<file path="src/rtl/bgen_pkg.sv">
`timescale 1ns/1ps
package bgen_pkg;
   localparam int BYTE_W    = 8;
   localparam int IE_BRK_B  = 7;
   localparam int IE_EDGE_B = 6;
   localparam int HI_SPAN   = 6;   // bits 5:0 of the high register carry divisor bits

   typedef enum logic [1:0] {
      SEL_NONE,
      SEL_HI,
      SEL_LO
   } reg_sel_e;
endpackage

</file>
<file path="src/rtl/bgen_regs.sv">
`timescale 1ns/1ps
module bgen_regs
   import bgen_pkg::*;
#(
   parameter int                ADDR_W = 8,
   parameter int                DIV_W  = 13,
   parameter logic [ADDR_W-1:0] HI_OFF = 'h40,
   parameter logic [ADDR_W-1:0] LO_OFF = 'h41,
   parameter logic [BYTE_W-1:0] RST_LO = 8'h04
) (
   input  logic              clk,
   input  logic              rst_n,
   input  logic              bus_we,
   input  logic [ADDR_W-1:0] bus_addr,
   input  logic [BYTE_W-1:0] bus_wdata,
   output logic [BYTE_W-1:0] bus_rdata,
   output logic [DIV_W-1:0]  div_value,
   output logic              div_load,
   output logic              brk_ie,
   output logic              edge_ie
);
   localparam int HI_W = DIV_W - BYTE_W;

   // elaboration-time parameter checks
   if (DIV_W <= BYTE_W || HI_W > HI_SPAN) begin : g_bad_width
      $error("bgen_regs: DIV_W must lie in 9..14");
   end
   if (HI_OFF == LO_OFF) begin : g_bad_offsets
      $error("bgen_regs: register offsets must differ");
   end

   reg_sel_e          sel;
   logic [HI_W-1:0]   stage_q;
   logic [HI_W-1:0]   work_hi_q;
   logic [BYTE_W-1:0] work_lo_q;
   logic [HI_SPAN-1:0] hi_div_rd;
   wire  unused_wbits = ^bus_wdata[HI_SPAN-1:HI_W];

   always_comb begin
      if (bus_addr == HI_OFF)      sel = SEL_HI;
      else if (bus_addr == LO_OFF) sel = SEL_LO;
      else                         sel = SEL_NONE;
   end

   always_ff @(posedge clk or negedge rst_n) begin
      if (!rst_n) begin
         stage_q   <= '0;
         work_hi_q <= '0;
         work_lo_q <= RST_LO;
         brk_ie    <= 1'b0;
         edge_ie   <= 1'b0;
      end else if (bus_we) begin
         if (sel == SEL_HI) begin
            stage_q <= bus_wdata[HI_W-1:0];
            brk_ie  <= bus_wdata[IE_BRK_B];
            edge_ie <= bus_wdata[IE_EDGE_B];
         end else if (sel == SEL_LO) begin
            work_lo_q <= bus_wdata;
            work_hi_q <= stage_q;
         end
      end
   end

   // upper divisor bits as seen on a read; unused positions read zero
   for (genvar b = 0; b < HI_SPAN; b++) begin : g_hi_rd
      if (b < HI_W) begin : g_used
         assign hi_div_rd[b] = work_hi_q[b];
      end else begin : g_resv
         assign hi_div_rd[b] = 1'b0;
      end
   end

   always_comb begin
      case (sel)
         SEL_HI:  bus_rdata = {brk_ie, edge_ie, hi_div_rd};
         SEL_LO:  bus_rdata = work_lo_q;
         default: bus_rdata = '0;
      endcase
   end

   assign div_value = {work_hi_q, work_lo_q};
   assign div_load  = bus_we && (sel == SEL_LO);

   a_r4_stage_only: assert property (@(posedge clk) disable iff (!rst_n)
      (bus_we && sel == SEL_HI) |=> $stable(div_value));

   a_r5_commit: assert property (@(posedge clk) disable iff (!rst_n)
      div_load |=> (div_value == {$past(stage_q), $past(bus_wdata)}));

   a_r3_ie_write: assert property (@(posedge clk) disable iff (!rst_n)
      (bus_we && sel == SEL_HI) |=>
         (brk_ie == $past(bus_wdata[IE_BRK_B]) && edge_ie == $past(bus_wdata[IE_EDGE_B])));
endmodule

</file>
<file path="src/rtl/bgen_release.sv">
`timescale 1ns/1ps
module bgen_release (
   input  logic clk,
   input  logic rst_n,
   input  logic rx_en,
   input  logic tx_en,
   output logic run_ok
);
   logic released_q;

   always_ff @(posedge clk or negedge rst_n) begin
      if (!rst_n) released_q <= 1'b0;
      else        released_q <= released_q | rx_en | tx_en;
   end

   assign run_ok = released_q | rx_en | tx_en;

   a_r10_sticky: assert property (@(posedge clk) disable iff (!rst_n)
      run_ok |=> run_ok);
endmodule

</file>
<file path="src/rtl/bgen_divider.sv">
`timescale 1ns/1ps
module bgen_divider #(
   parameter int DIV_W = 13
) (
   input  logic             clk,
   input  logic             rst_n,
   input  logic [DIV_W-1:0] div_value,
   input  logic             load,
   input  logic             enable,
   output logic             tick
);
   if (DIV_W < 2) begin : g_bad_width
      $error("bgen_divider: DIV_W too small");
   end

   logic [DIV_W-1:0] cnt_q;
   logic [DIV_W-1:0] term_cnt;
   logic             run;

   assign term_cnt = div_value - DIV_W'(1);
   assign run      = enable && (div_value != '0);

   always_ff @(posedge clk or negedge rst_n) begin
      if (!rst_n) begin
         cnt_q <= '0;
         tick  <= 1'b0;
      end else if (load || !run) begin
         cnt_q <= '0;
         tick  <= 1'b0;
      end else if (cnt_q == term_cnt) begin
         cnt_q <= '0;
         tick  <= 1'b1;
      end else begin
         cnt_q <= cnt_q + DIV_W'(1);
         tick  <= 1'b0;
      end
   end

   a_r8_zero_idle: assert property (@(posedge clk) disable iff (!rst_n)
      (div_value == '0) |=> !tick);

   a_r7_reload: assert property (@(posedge clk) disable iff (!rst_n)
      load |=> (cnt_q == '0 && !tick));

   a_r6_single_pulse: assert property (@(posedge clk) disable iff (!rst_n)
      (tick && div_value > DIV_W'(1)) |=> !tick);
endmodule

</file>
<file path="src/rtl/baud_tick_gen.sv">
`timescale 1ns/1ps
module baud_tick_gen
   import bgen_pkg::*;
#(
   parameter int                ADDR_W = 8,
   parameter int                DIV_W  = 13,
   parameter logic [ADDR_W-1:0] HI_OFF = 'h40,
   parameter logic [ADDR_W-1:0] LO_OFF = 'h41,
   parameter logic [BYTE_W-1:0] RST_LO = 8'h04
) (
   input  logic              clk,
   input  logic              rst_n,
   input  logic              bus_we,
   input  logic [ADDR_W-1:0] bus_addr,
   input  logic [BYTE_W-1:0] bus_wdata,
   output logic [BYTE_W-1:0] bus_rdata,
   input  logic              rx_enable,
   input  logic              tx_enable,
   output logic              brk_irq_en,
   output logic              edge_irq_en,
   output logic              tick16
);
   logic [DIV_W-1:0] div_value;
   logic             div_load;
   logic             run_ok;

   bgen_regs #(
      .ADDR_W (ADDR_W),
      .DIV_W  (DIV_W),
      .HI_OFF (HI_OFF),
      .LO_OFF (LO_OFF),
      .RST_LO (RST_LO)
   ) i_regs (
      .clk       (clk),
      .rst_n     (rst_n),
      .bus_we    (bus_we),
      .bus_addr  (bus_addr),
      .bus_wdata (bus_wdata),
      .bus_rdata (bus_rdata),
      .div_value (div_value),
      .div_load  (div_load),
      .brk_ie    (brk_irq_en),
      .edge_ie   (edge_irq_en)
   );

   bgen_release i_release (
      .clk    (clk),
      .rst_n  (rst_n),
      .rx_en  (rx_enable),
      .tx_en  (tx_enable),
      .run_ok (run_ok)
   );

   bgen_divider #(
      .DIV_W (DIV_W)
   ) i_divider (
      .clk       (clk),
      .rst_n     (rst_n),
      .div_value (div_value),
      .load      (div_load),
      .enable    (run_ok),
      .tick      (tick16)
   );

   a_r9_hold_until_enable: assert property (@(posedge clk) disable iff (!rst_n)
      !run_ok |=> !tick16);
endmodule

</file>
<file path="config.mk">
export PLATFORM = sky130hd
export DESIGN_NAME = baud_tick_gen
export DESIGN_NICKNAME = d
export VERILOG_FILES = /design/src/rtl/bgen_pkg.sv /design/src/rtl/bgen_regs.sv /design/src/rtl/bgen_release.sv /design/src/rtl/bgen_divider.sv /design/src/rtl/baud_tick_gen.sv
export SDC_FILE = /design/constraint.sdc
export NUM_CORES = 1
export LEC_CHECK = 0
export BUFFER_PORTS_ARGS = -buffer_cell sky130_fd_sc_hd__buf_4
export CORE_MARGIN = 2
export CORE_UTILIZATION = 51
export CTS_BUF_LIST = sky130_fd_sc_hd__clkbuf_16
export CTS_CLUSTER_SIZE = 24
export DETAILED_ROUTE_END_ITERATION = 10
export PLACE_DENSITY = 0.76
export SLEW_MARGIN = 20
export SYNTH_ARGS = -nofsm -noshare
export SYNTH_HDL_FRONTEND = slang
export SYNTH_HIERARCHICAL = 1
export SYNTH_SLANG_ARGS = --single-unit
export TNS_END_PERCENT = 50
</file>
<file path="constraint.sdc">
create_clock -name clk -period 2.36 [get_ports clk]
set_clock_uncertainty 0.1 [all_clocks]
set_input_delay 0.354 -clock clk [delete_from_list [all_inputs] [get_ports clk]]
set_output_delay 0.354 -clock clk [all_outputs]
set_load 0.1 [all_outputs]
</file>
Yosys cells after proc, flatten, opt, wreduce, memory -nomap -nowiden. Index checks and enable logic that the tools add are counted.

Flip-flop bits (word level): 35. Input bits: 21. Output and inout port bits: 11.

$add $sub $neg: 2. Equality and inequality tests: 5. Multiplexer cells: 7. Bitwise gates (word level): 3. Reduce and logical (&&, ||, !) cells: 7.

Operator list (number): $mux W13 (2); $eq A8 B7 Y1 const B (2); $pmux W8 S2 (1); $add A13 B1 Y13 const B (1); $eq A13 B13 Y1 (1); $reduce_bool A13 Y1 (1); $sub A13 B1 Y13 const B (1); $mux W2 (2); $reduce_and A3 Y1 (1); $eq A2 B1 Y1 const B (1); $eq A2 B2 Y1 const B (1); $logic_and A1 B1 Y1 (2); $mux W1 (2); $or A1 B1 Y1 (2); $reduce_and A2 Y1 (1); $logic_not A1 Y1 (1); $logic_or A1 B1 Y1 (1); $not A1 Y1 (1).

Longest topological paths before layout. Gate-level depths: netlist (run 1).

Depth in word-level cells: 7. Mapped depth: 9.

Cells and area by module. Netlist (run 1), hierarchy kept.

Modules (own cells, without submodules): bgen_divider (instances 1, cells each 133, area an instance 1114.8 um^2, sequential area each 350.3 um^2); bgen_regs (instances 1, cells each 64, area an instance 957.2 um^2, sequential area each 501.7 um^2); bgen_release (instances 1, cells each 2, area an instance 31.3 um^2, sequential area each 25.0 um^2).

Worst setup path before layout (run 1). Ideal clock, no wire load.

Path kind: reg2out. Start: register i_regs.edge_ie. End: output port bus_rdata[6]. Data arrival time: 2.351 ns. Data required time: 1.906 ns. Path slack: -0.445 ns. Stages on the path, launching flop included: 3. Cell sequence: dfrtp_1 mux2i_1 nor2_1.

Word-level cells in the longest chain between the ends: 1.

RTL lines: start, declared (RTL line bgen_regs.sv:20) `output logic edge_ie`; start signal, assigned (RTL line bgen_regs.sv:56) `edge_ie <= bus_wdata[IE_EDGE_B];`; $pmux W8 S2 (RTL line bgen_regs.sv:74) `case (sel)`; end, declared (RTL line baud_tick_gen.sv:16) `output logic [BYTE_W-1:0] bus_rdata,`.

No other way between the ends.

Worst setup path in the final report (run 1).
Start: register i_regs.work_lo_q[2]. End: register i_divider.tick.

Word-level cells in the longest chain between the ends: 5. Elaborated cells between the ends (all ways): 8.

RTL lines: start, declared (RTL line bgen_regs.sv:35) `logic [BYTE_W-1:0] work_lo_q;`; start signal, assigned (RTL line bgen_regs.sv:58) `work_lo_q <= bus_wdata;`; parallel branches: the longest is 4 deep, another holds $sub A13 B1 Y13; $mux W1 * (RTL line bgen_divider.sv:27) `end else if (load || !run) begin`; end signal, assigned (RTL line bgen_divider.sv:26) `tick <= 1'b0;`; end signal, assigned (RTL line bgen_divider.sv:29) `tick <= 1'b0;`; end signal, assigned (RTL line bgen_divider.sv:32) `tick <= 1'b1;`; end, declared (RTL line bgen_divider.sv:10) `output logic tick`.

Every way passes the cells marked *. A chain may end at the register's enable or synchronous reset.

==> results.toml, run 1 <==
[detailed_routing]
drc_markers = 0
drtIter0Drc = 67
ant_nets = 0
postRouteWirelength_mm = 4.58
via_per_inst = 5.51
via_count = 1619
dr.pass1.iters = 4
avgRoutedWirePerCell_um = 15.6

[sta]
hold_violation_count_in_the_final_report = 0
worst-slew-pin-transition_ns = 0.475
fmax_mhz = 430
maxSlewHeadroom = 0.680
period_share = 0.985
fin_crit_ns = 2.32
slew_viol_final = 0
finalSetupViolCount = 0
setup_slack_ns = 0.0354

[layout]
multi_input_comb_area_um2 = 1190
num-fill-cells = 327
area_growth_pct = 26.2
fin_nets = 266
final_cells = 294
layout.core_utilization = 0.669
area.sequential_um2 = 877
final_layout_size_suffix_gt1_frac = 0.340
number_of_antenna_repair_diodes = 0

[floorplanning]
die_w_um = 68.2
core_footprint_um2 = 3970
die_footprint_um2 = 4650
io_pins = 32
chipHeight_um = 68.2
cell_row_count = 23
effective_utilization_at_floorplan = 0.530

[placement]
place.detailed.hpwl_mm = 3.17
place.gp.congestion = 0.825
place.port_buffers = 31
pre_cts_ws_ns = 0.119
place_inst = 284

[yosys]
synth_edf_count = 0
netlist_top_cells_area = "sky130_fd_sc_hd__dfrtp_1 40%, sky130_fd_sc_hd__mux2_4 6.4%, sky130_fd_sc_hd__mux2_2 5.9%, sky130_fd_sc_hd__xnor2_1 5.4%, sky130_fd_sc_hd__xor2_1 5.4%"
synth.lib_cells_used.distinct = 43
synth_nets = 222
synthMostInstantiatedCell = "sky130_fd_sc_hd__dfrtp_1"
mappedNetlistArea_um2 = 2100
yosysTopAreaCell = "sky130_fd_sc_hd__dfrtp_1"
synth_seq_cells = 35
seq_area_frac_synth = 0.417
share_of_synthesized_flip_flops_with_an_asynchronous_set_or_reset = 1.00
synthesis.instances = 199
synth-main-ff-cell = "sky130_fd_sc_hd__dfrtp_1"
ys.warnings.count = 6
syn_area_per_cell_um2 = 10.6
synthDominantCellAreaShare = 0.405
ys_top_cells_by_count = "34 x sky130_fd_sc_hd__dfrtp_1, 27 x sky130_fd_sc_hd__nor2_1, 24 x sky130_fd_sc_hd__nand2_1"

[worst_setup_path]
critical_path_required_ns = 2.48
timing.critical_path.fanout_max = 8
startpoint_type = "flop"
timing.critical_path.arrival_ns = 2.44
timing_worst_setup_path_type = "flop to flop"
cp-end-kind = "flop"

[global_route]
grt_overflow = 0
grt_pass1_wl_mm = 7.38
pin_count_of_the_biggest_net_entering_global_routing = 36
first_global_vias = 1498
antenna_violations_before_repair = 0
grtUsageTotal = 0.219

[run]
cap_violations = 0

[clock_network]
cts_buffers = 5
tritoncts_clock_tree = "yes"
clockBufferDepth = 2
clk-insertion-delay-late_ns = 0.28
cts.root.buffer_cell = "sky130_fd_sc_hd__clkbuf_16"
clk_pin_slew_worst_paths_ns = 0.05
cts_htree_levels = 2
cts_sink_cnt = 35

[power_and_ir_drop]
total_power_w = 0.00178
leakagePower_nw = 1.30
pwr_density_cell_nw_per_um2 = 670
maximum_vdd_drop_mv = 0.502

[outcome]
outcome = "complete, no violations"

[min_path]
worstHoldPathType = "input pin to flop"
## path summary, 6_finish.rpt
path / startpoint / to / slack, ns / depth (start not counted)
setup / recovery: i_regs/work_lo_q[2] / i_divider/tick / 0.04 / 7
hold / removal: tx_enable / i_release/released_q / 0.19 / 2
setup reg to reg: i_regs/work_lo_q[2] / i_divider/tick / 0.04 / 7
hold reg to reg: i_release/released_q / i_release/released_q / 0.38 / 1
max in group asynchronous: rst_n / i_regs/work_lo_q[2] / 1.34 / 2
min in group asynchronous: rst_n / i_divider/cnt_q[2] / 0.48 / 2
## placed cells by master (no fill, tap or decap), types with 3 or more instances in the layout
| cell | n |
|---|---|
| sky130_fd_sc_hd__buf_4 | 42 |
| sky130_fd_sc_hd__dfrtp_1 | 34 |
| sky130_fd_sc_hd__nor2_1 | 25 |
| sky130_fd_sc_hd__nand2_1 | 24 |
| sky130_fd_sc_hd__xnor2_1 | 13 |
| sky130_fd_sc_hd__xor2_1 | 13 |
| sky130_fd_sc_hd__mux2_2 | 11 |
| sky130_fd_sc_hd__mux2_4 | 9 |
| sky130_fd_sc_hd__mux2i_1 | 8 |
| sky130_fd_sc_hd__clkbuf_16 | 5 |
| sky130_fd_sc_hd__nand4_1 | 5 |
| sky130_fd_sc_hd__nand3_1 | 4 |
| sky130_fd_sc_hd__a21oi_1 | 4 |
| sky130_fd_sc_hd__nor3b_1 | 3 |
| sky130_fd_sc_hd__nor3_1 | 3 |
## layout make-up
| class | instances | share of cell area |
|---|---|---|
| inverters | 2 | 0.00283 |
| clock inverters | 3 | 0.0254 |
| multi-input cells | 156 | 0.448 |
| repair buffers | 43 | 0.123 |
| well taps | 50 | 0.0236 |
| clock buffers | 5 | 0.0471 |
| flip-flops and latches | 35 | 0.330 |
## flip-flops by register name, indices dropped and copies added, names as in the netlist
name and count:
i_regs/edge_ie 1, i_release/released_q 1, i_divider/tick 1, i_regs/work_hi_q 5
i_regs/stage_q 5, i_divider/cnt_q 13, i_regs/work_lo_q 8, i_regs/brk_ie 1
## stage by stage
stage | setup TNS (ns) | hold WS [ns] | instance area [um^2]
6_report | 0 | 0.189 | 2660
5_1_grt | -0.0239 | 0.203 | 2660
4_1_cts | 0 | 0.194 | 2630
3_5_place_dp | 0 | 0.232 | 2430
3_3_place_gp | 0 | 0.229 | 2430
2_1_floorplan | -1.69 | -0.0416 | 2110
## layer usage
layer / GRT usage / up-vias / part of all wire
met3: 0.0461 / 6 / 0.042
met5: 0 / - / 0
met4: 0.0675 / 0 / 0.015
met2: 0.328 / 34 / 0.48
li1: - / 788 / -
met1: 0.319 / 791 / 0.46
## where the power goes
| part | switching, W | leakage, nW | internal [W] | total, W |
|---|---|---|---|---|
| logic | 0.000149 | 0.737 | 0.000129 | 0.000278 |
| registers | 0.0000279 | 0.476 | 0.000624 | 0.000652 |
| clock network | 0.000244 | 0.0900 | 0.000604 | 0.000848 |
## cell families (layout without fill, tap and decap cells)
kind of cell	count (synthesis)	count (layout)	synth area share
buffers and inverters	9	53	0.0321
AO/OA/AOI/OAI	11	11	0.0387
flip-flops	35	35	0.417
XOR/XNOR	26	26	0.108
AND/OR/NAND/NOR	88	89	0.231
multiplexers	28	28	0.161
adder cells (fa/ha/maj)	2	2	0.0119
## worst max-delay path: stages (launching register included)
cell and delay [ns]:
sky130_fd_sc_hd__dfstp_2 0.62, sky130_fd_sc_hd__nor3_1 0.09, sky130_fd_sc_hd__buf_4 0.15, sky130_fd_sc_hd__xor2_1 0.13, sky130_fd_sc_hd__o221a_2 0.25, sky130_fd_sc_hd__o21ai_0 0.39, sky130_fd_sc_hd__and4_4 0.38, sky130_fd_sc_hd__and2_2 0.15
## timing repair
action / 4_1_cts / 5_1_grt
endpoints found under the setup margin: 0 / 4
setup buffers: 0 / 0
hold buffers: 1 / 0
gates resized for setup: 0 / 3
hold endpoints to repair: 34 / 0
Power figures use the tool's default switching activity.
==> run 2, diff against run 1 <==
CORE_UTILIZATION = 45   (was 51)
PLACE_DENSITY = 0.68   (was 0.76)
==> run 2 against run 1 <==
Compared with the run above:
- sequential share of layout area is 0.52 points higher
- register-to-register slack better by 0.09 ns
- critical path depth is 1 higher
- critical path type unchanged
- largest power group is now sequential cells
- combinational power hardly changed
- first-iteration DRC count is 10% higher
==> results.toml, run 2 (synthesis results as in run 1) <==
[run]
cap_violations = 0

[global_route]
grt_overflow = 0
first_global_vias = 1553
grt_pass1_wl_mm = 7.77
antenna_violations_before_repair = 0
pin_count_of_the_biggest_net_entering_global_routing = 36
grtUsageTotal = 0.196

[clock_network]
cts_sink_cnt = 35
cts.root.buffer_cell = "sky130_fd_sc_hd__clkbuf_16"
clockBufferDepth = 2
clk-insertion-delay-late_ns = 0.28
tritoncts_clock_tree = "yes"
cts_htree_levels = 2
clk_pin_slew_worst_paths_ns = 0.06
cts_buffers = 5
cts_setup_buffers = 0

[detailed_routing]
via_per_inst = 5.29
wl_met2_mm = 2.23
avgRoutedWirePerCell_um = 15.7
drtIter0Drc = 74
wl_met1_mm = 2.24
via_count = 1565
top_signal_layer_used = "met4"
ant_nets = 0
dr.pass1.iters = 4
drc_markers = 0
detail_route_met3_wl_um = 106
postRouteWirelength_mm = 4.64

[power_and_ir_drop]
leakagePower_nw = 1.28
maximum_vdd_drop_mv = 0.536
pwr_density_cell_nw_per_um2 = 605

[placement]
place_inst = 286
pre_cts_ws_ns = 0.0710
place.port_buffers = 31
place.gp.congestion = 0.881
placement.cell_area_um2 = 2430
place.detailed.hpwl_mm = 3.29

[min_path]
worstHoldPathType = "input pin to flop"

[worst_setup_path]
startpoint_type = "flop"
timing.critical_path.arrival_ns = 2.35
cp-end-kind = "flop"
critical_path_required_ns = 2.48
timing_worst_setup_path_type = "flop to flop"
timing.critical_path.fanout_max = 7

[sta]
worst-slew-pin-transition_ns = 0.472
setup_slack_ns = 0.130
maxSlewHeadroom = 0.682
slew_viol_final = 0
setup_tns_ns = 0
hold_ws_ns = 0.178
finalSetupViolCount = 0
fin_crit_ns = 2.23
period_share = 0.945
hold_violation_count_in_the_final_report = 0
fmax_mhz = 448

[layout]
reg_top3 = "i_divider/cnt_q x13, i_regs/work_lo_q x8"
num-fill-cells = 388
number_of_antenna_repair_diodes = 0
most_frequent_cells_in_the_layout = "42 x sky130_fd_sc_hd__buf_4, 34 x sky130_fd_sc_hd__dfrtp_1, 25 x sky130_fd_sc_hd__nor2_1"
final_cells = 296
fin_nets = 266
final_layout_size_suffix_gt1_frac = 0.340
layout_commonest_cell = "sky130_fd_sc_hd__buf_4"
fin_area_um2 = 2610
area_growth_pct = 24.3
top_register = "i_divider/cnt_q"
largest_register_ff_count = 13

[floorplanning]
effective_utilization_at_floorplan = 0.476
die_footprint_um2 = 5240
cell_row_count = 24
io_pins = 32
core_footprint_um2 = 4410
die_w_um = 72.4
chipHeight_um = 72.4

[outcome]
outcome = "complete, no violations"
==> run 2: timing repair <==
action	in CTS	in global routing
setup endpoints to repair	0	14
hold buffers	1	0
resized for setup	0	3
endpoints found under the hold margin	34	0
==> run 2: worst paths after layout <==
path | from | end | slack, ns | cells after the start
max in group asynchronous | rst_n | i_regs/work_lo_q[2] | 1.34 | 2
hold reg to reg | i_release/released_q | i_release/released_q | 0.36 | 1
setup reg to reg | i_regs/work_lo_q[0] | i_divider/tick | 0.13 | 8
hold / removal | tx_enable | i_release/released_q | 0.18 | 2
setup / recovery | i_regs/work_lo_q[0] | i_divider/tick | 0.13 | 8
min in group asynchronous | rst_n | i_regs/stage_q[3] | 0.48 | 2
==> run 2: stage by stage <==
| stage | utilization | power (W) |
|---|---|---|
| finish | 0.592 | 0.00158 |
| global route | 0.592 | 0.00165 |
| CTS | 0.586 | 0.00158 |
| detailed placement | 0.550 | 0.000926 |
| global placement | 0.550 | 0.000923 |
| floorplan | - | 0.000828 |
==> run 2: cell type report <==
cell class,count,area [um^2],area share
timing repair buffer,43,325,0.124
tap,52,65.1,0.0249
clock inverter,3,23.8,0.00910
inverter,2,7.51,0.00287
clock buffer,5,125,0.0479
multi-input combinational,156,1190,0.455
sequential,35,877,0.336
==> run 2: power breakdown <==
| group | leakage, nW | total, W | switching, W | internal (W) |
|---|---|---|---|---|
| Clock | 0.0664 | 0.000649 | 0.000255 | 0.000394 |
| Sequential | 0.476 | 0.000651 | 0.0000262 | 0.000624 |
| Combinational | 0.737 | 0.000281 | 0.000151 | 0.000130 |
==> run 2: routing by layer <==
layer  track usage  vias to the layer above
met5             0                        -
met3        0.0389                        4
li1              -                      782
met2         0.307                       19
met1         0.270                      760
met4        0.0755                        0
==> run 2: critical path, stage by stage (launching register included) <==
cell and delay [ns]:
sky130_fd_sc_hd__dfrtp_1 0.38, sky130_fd_sc_hd__inv_1 0.06, sky130_fd_sc_hd__ha_2 0.20, sky130_fd_sc_hd__nand2b_1 0.14, sky130_fd_sc_hd__a21oi_1 0.07, sky130_fd_sc_hd__a311o_1 0.36
sky130_fd_sc_hd__a2111oi_4 0.37, sky130_fd_sc_hd__and4_4 0.34, sky130_fd_sc_hd__and2_2 0.16
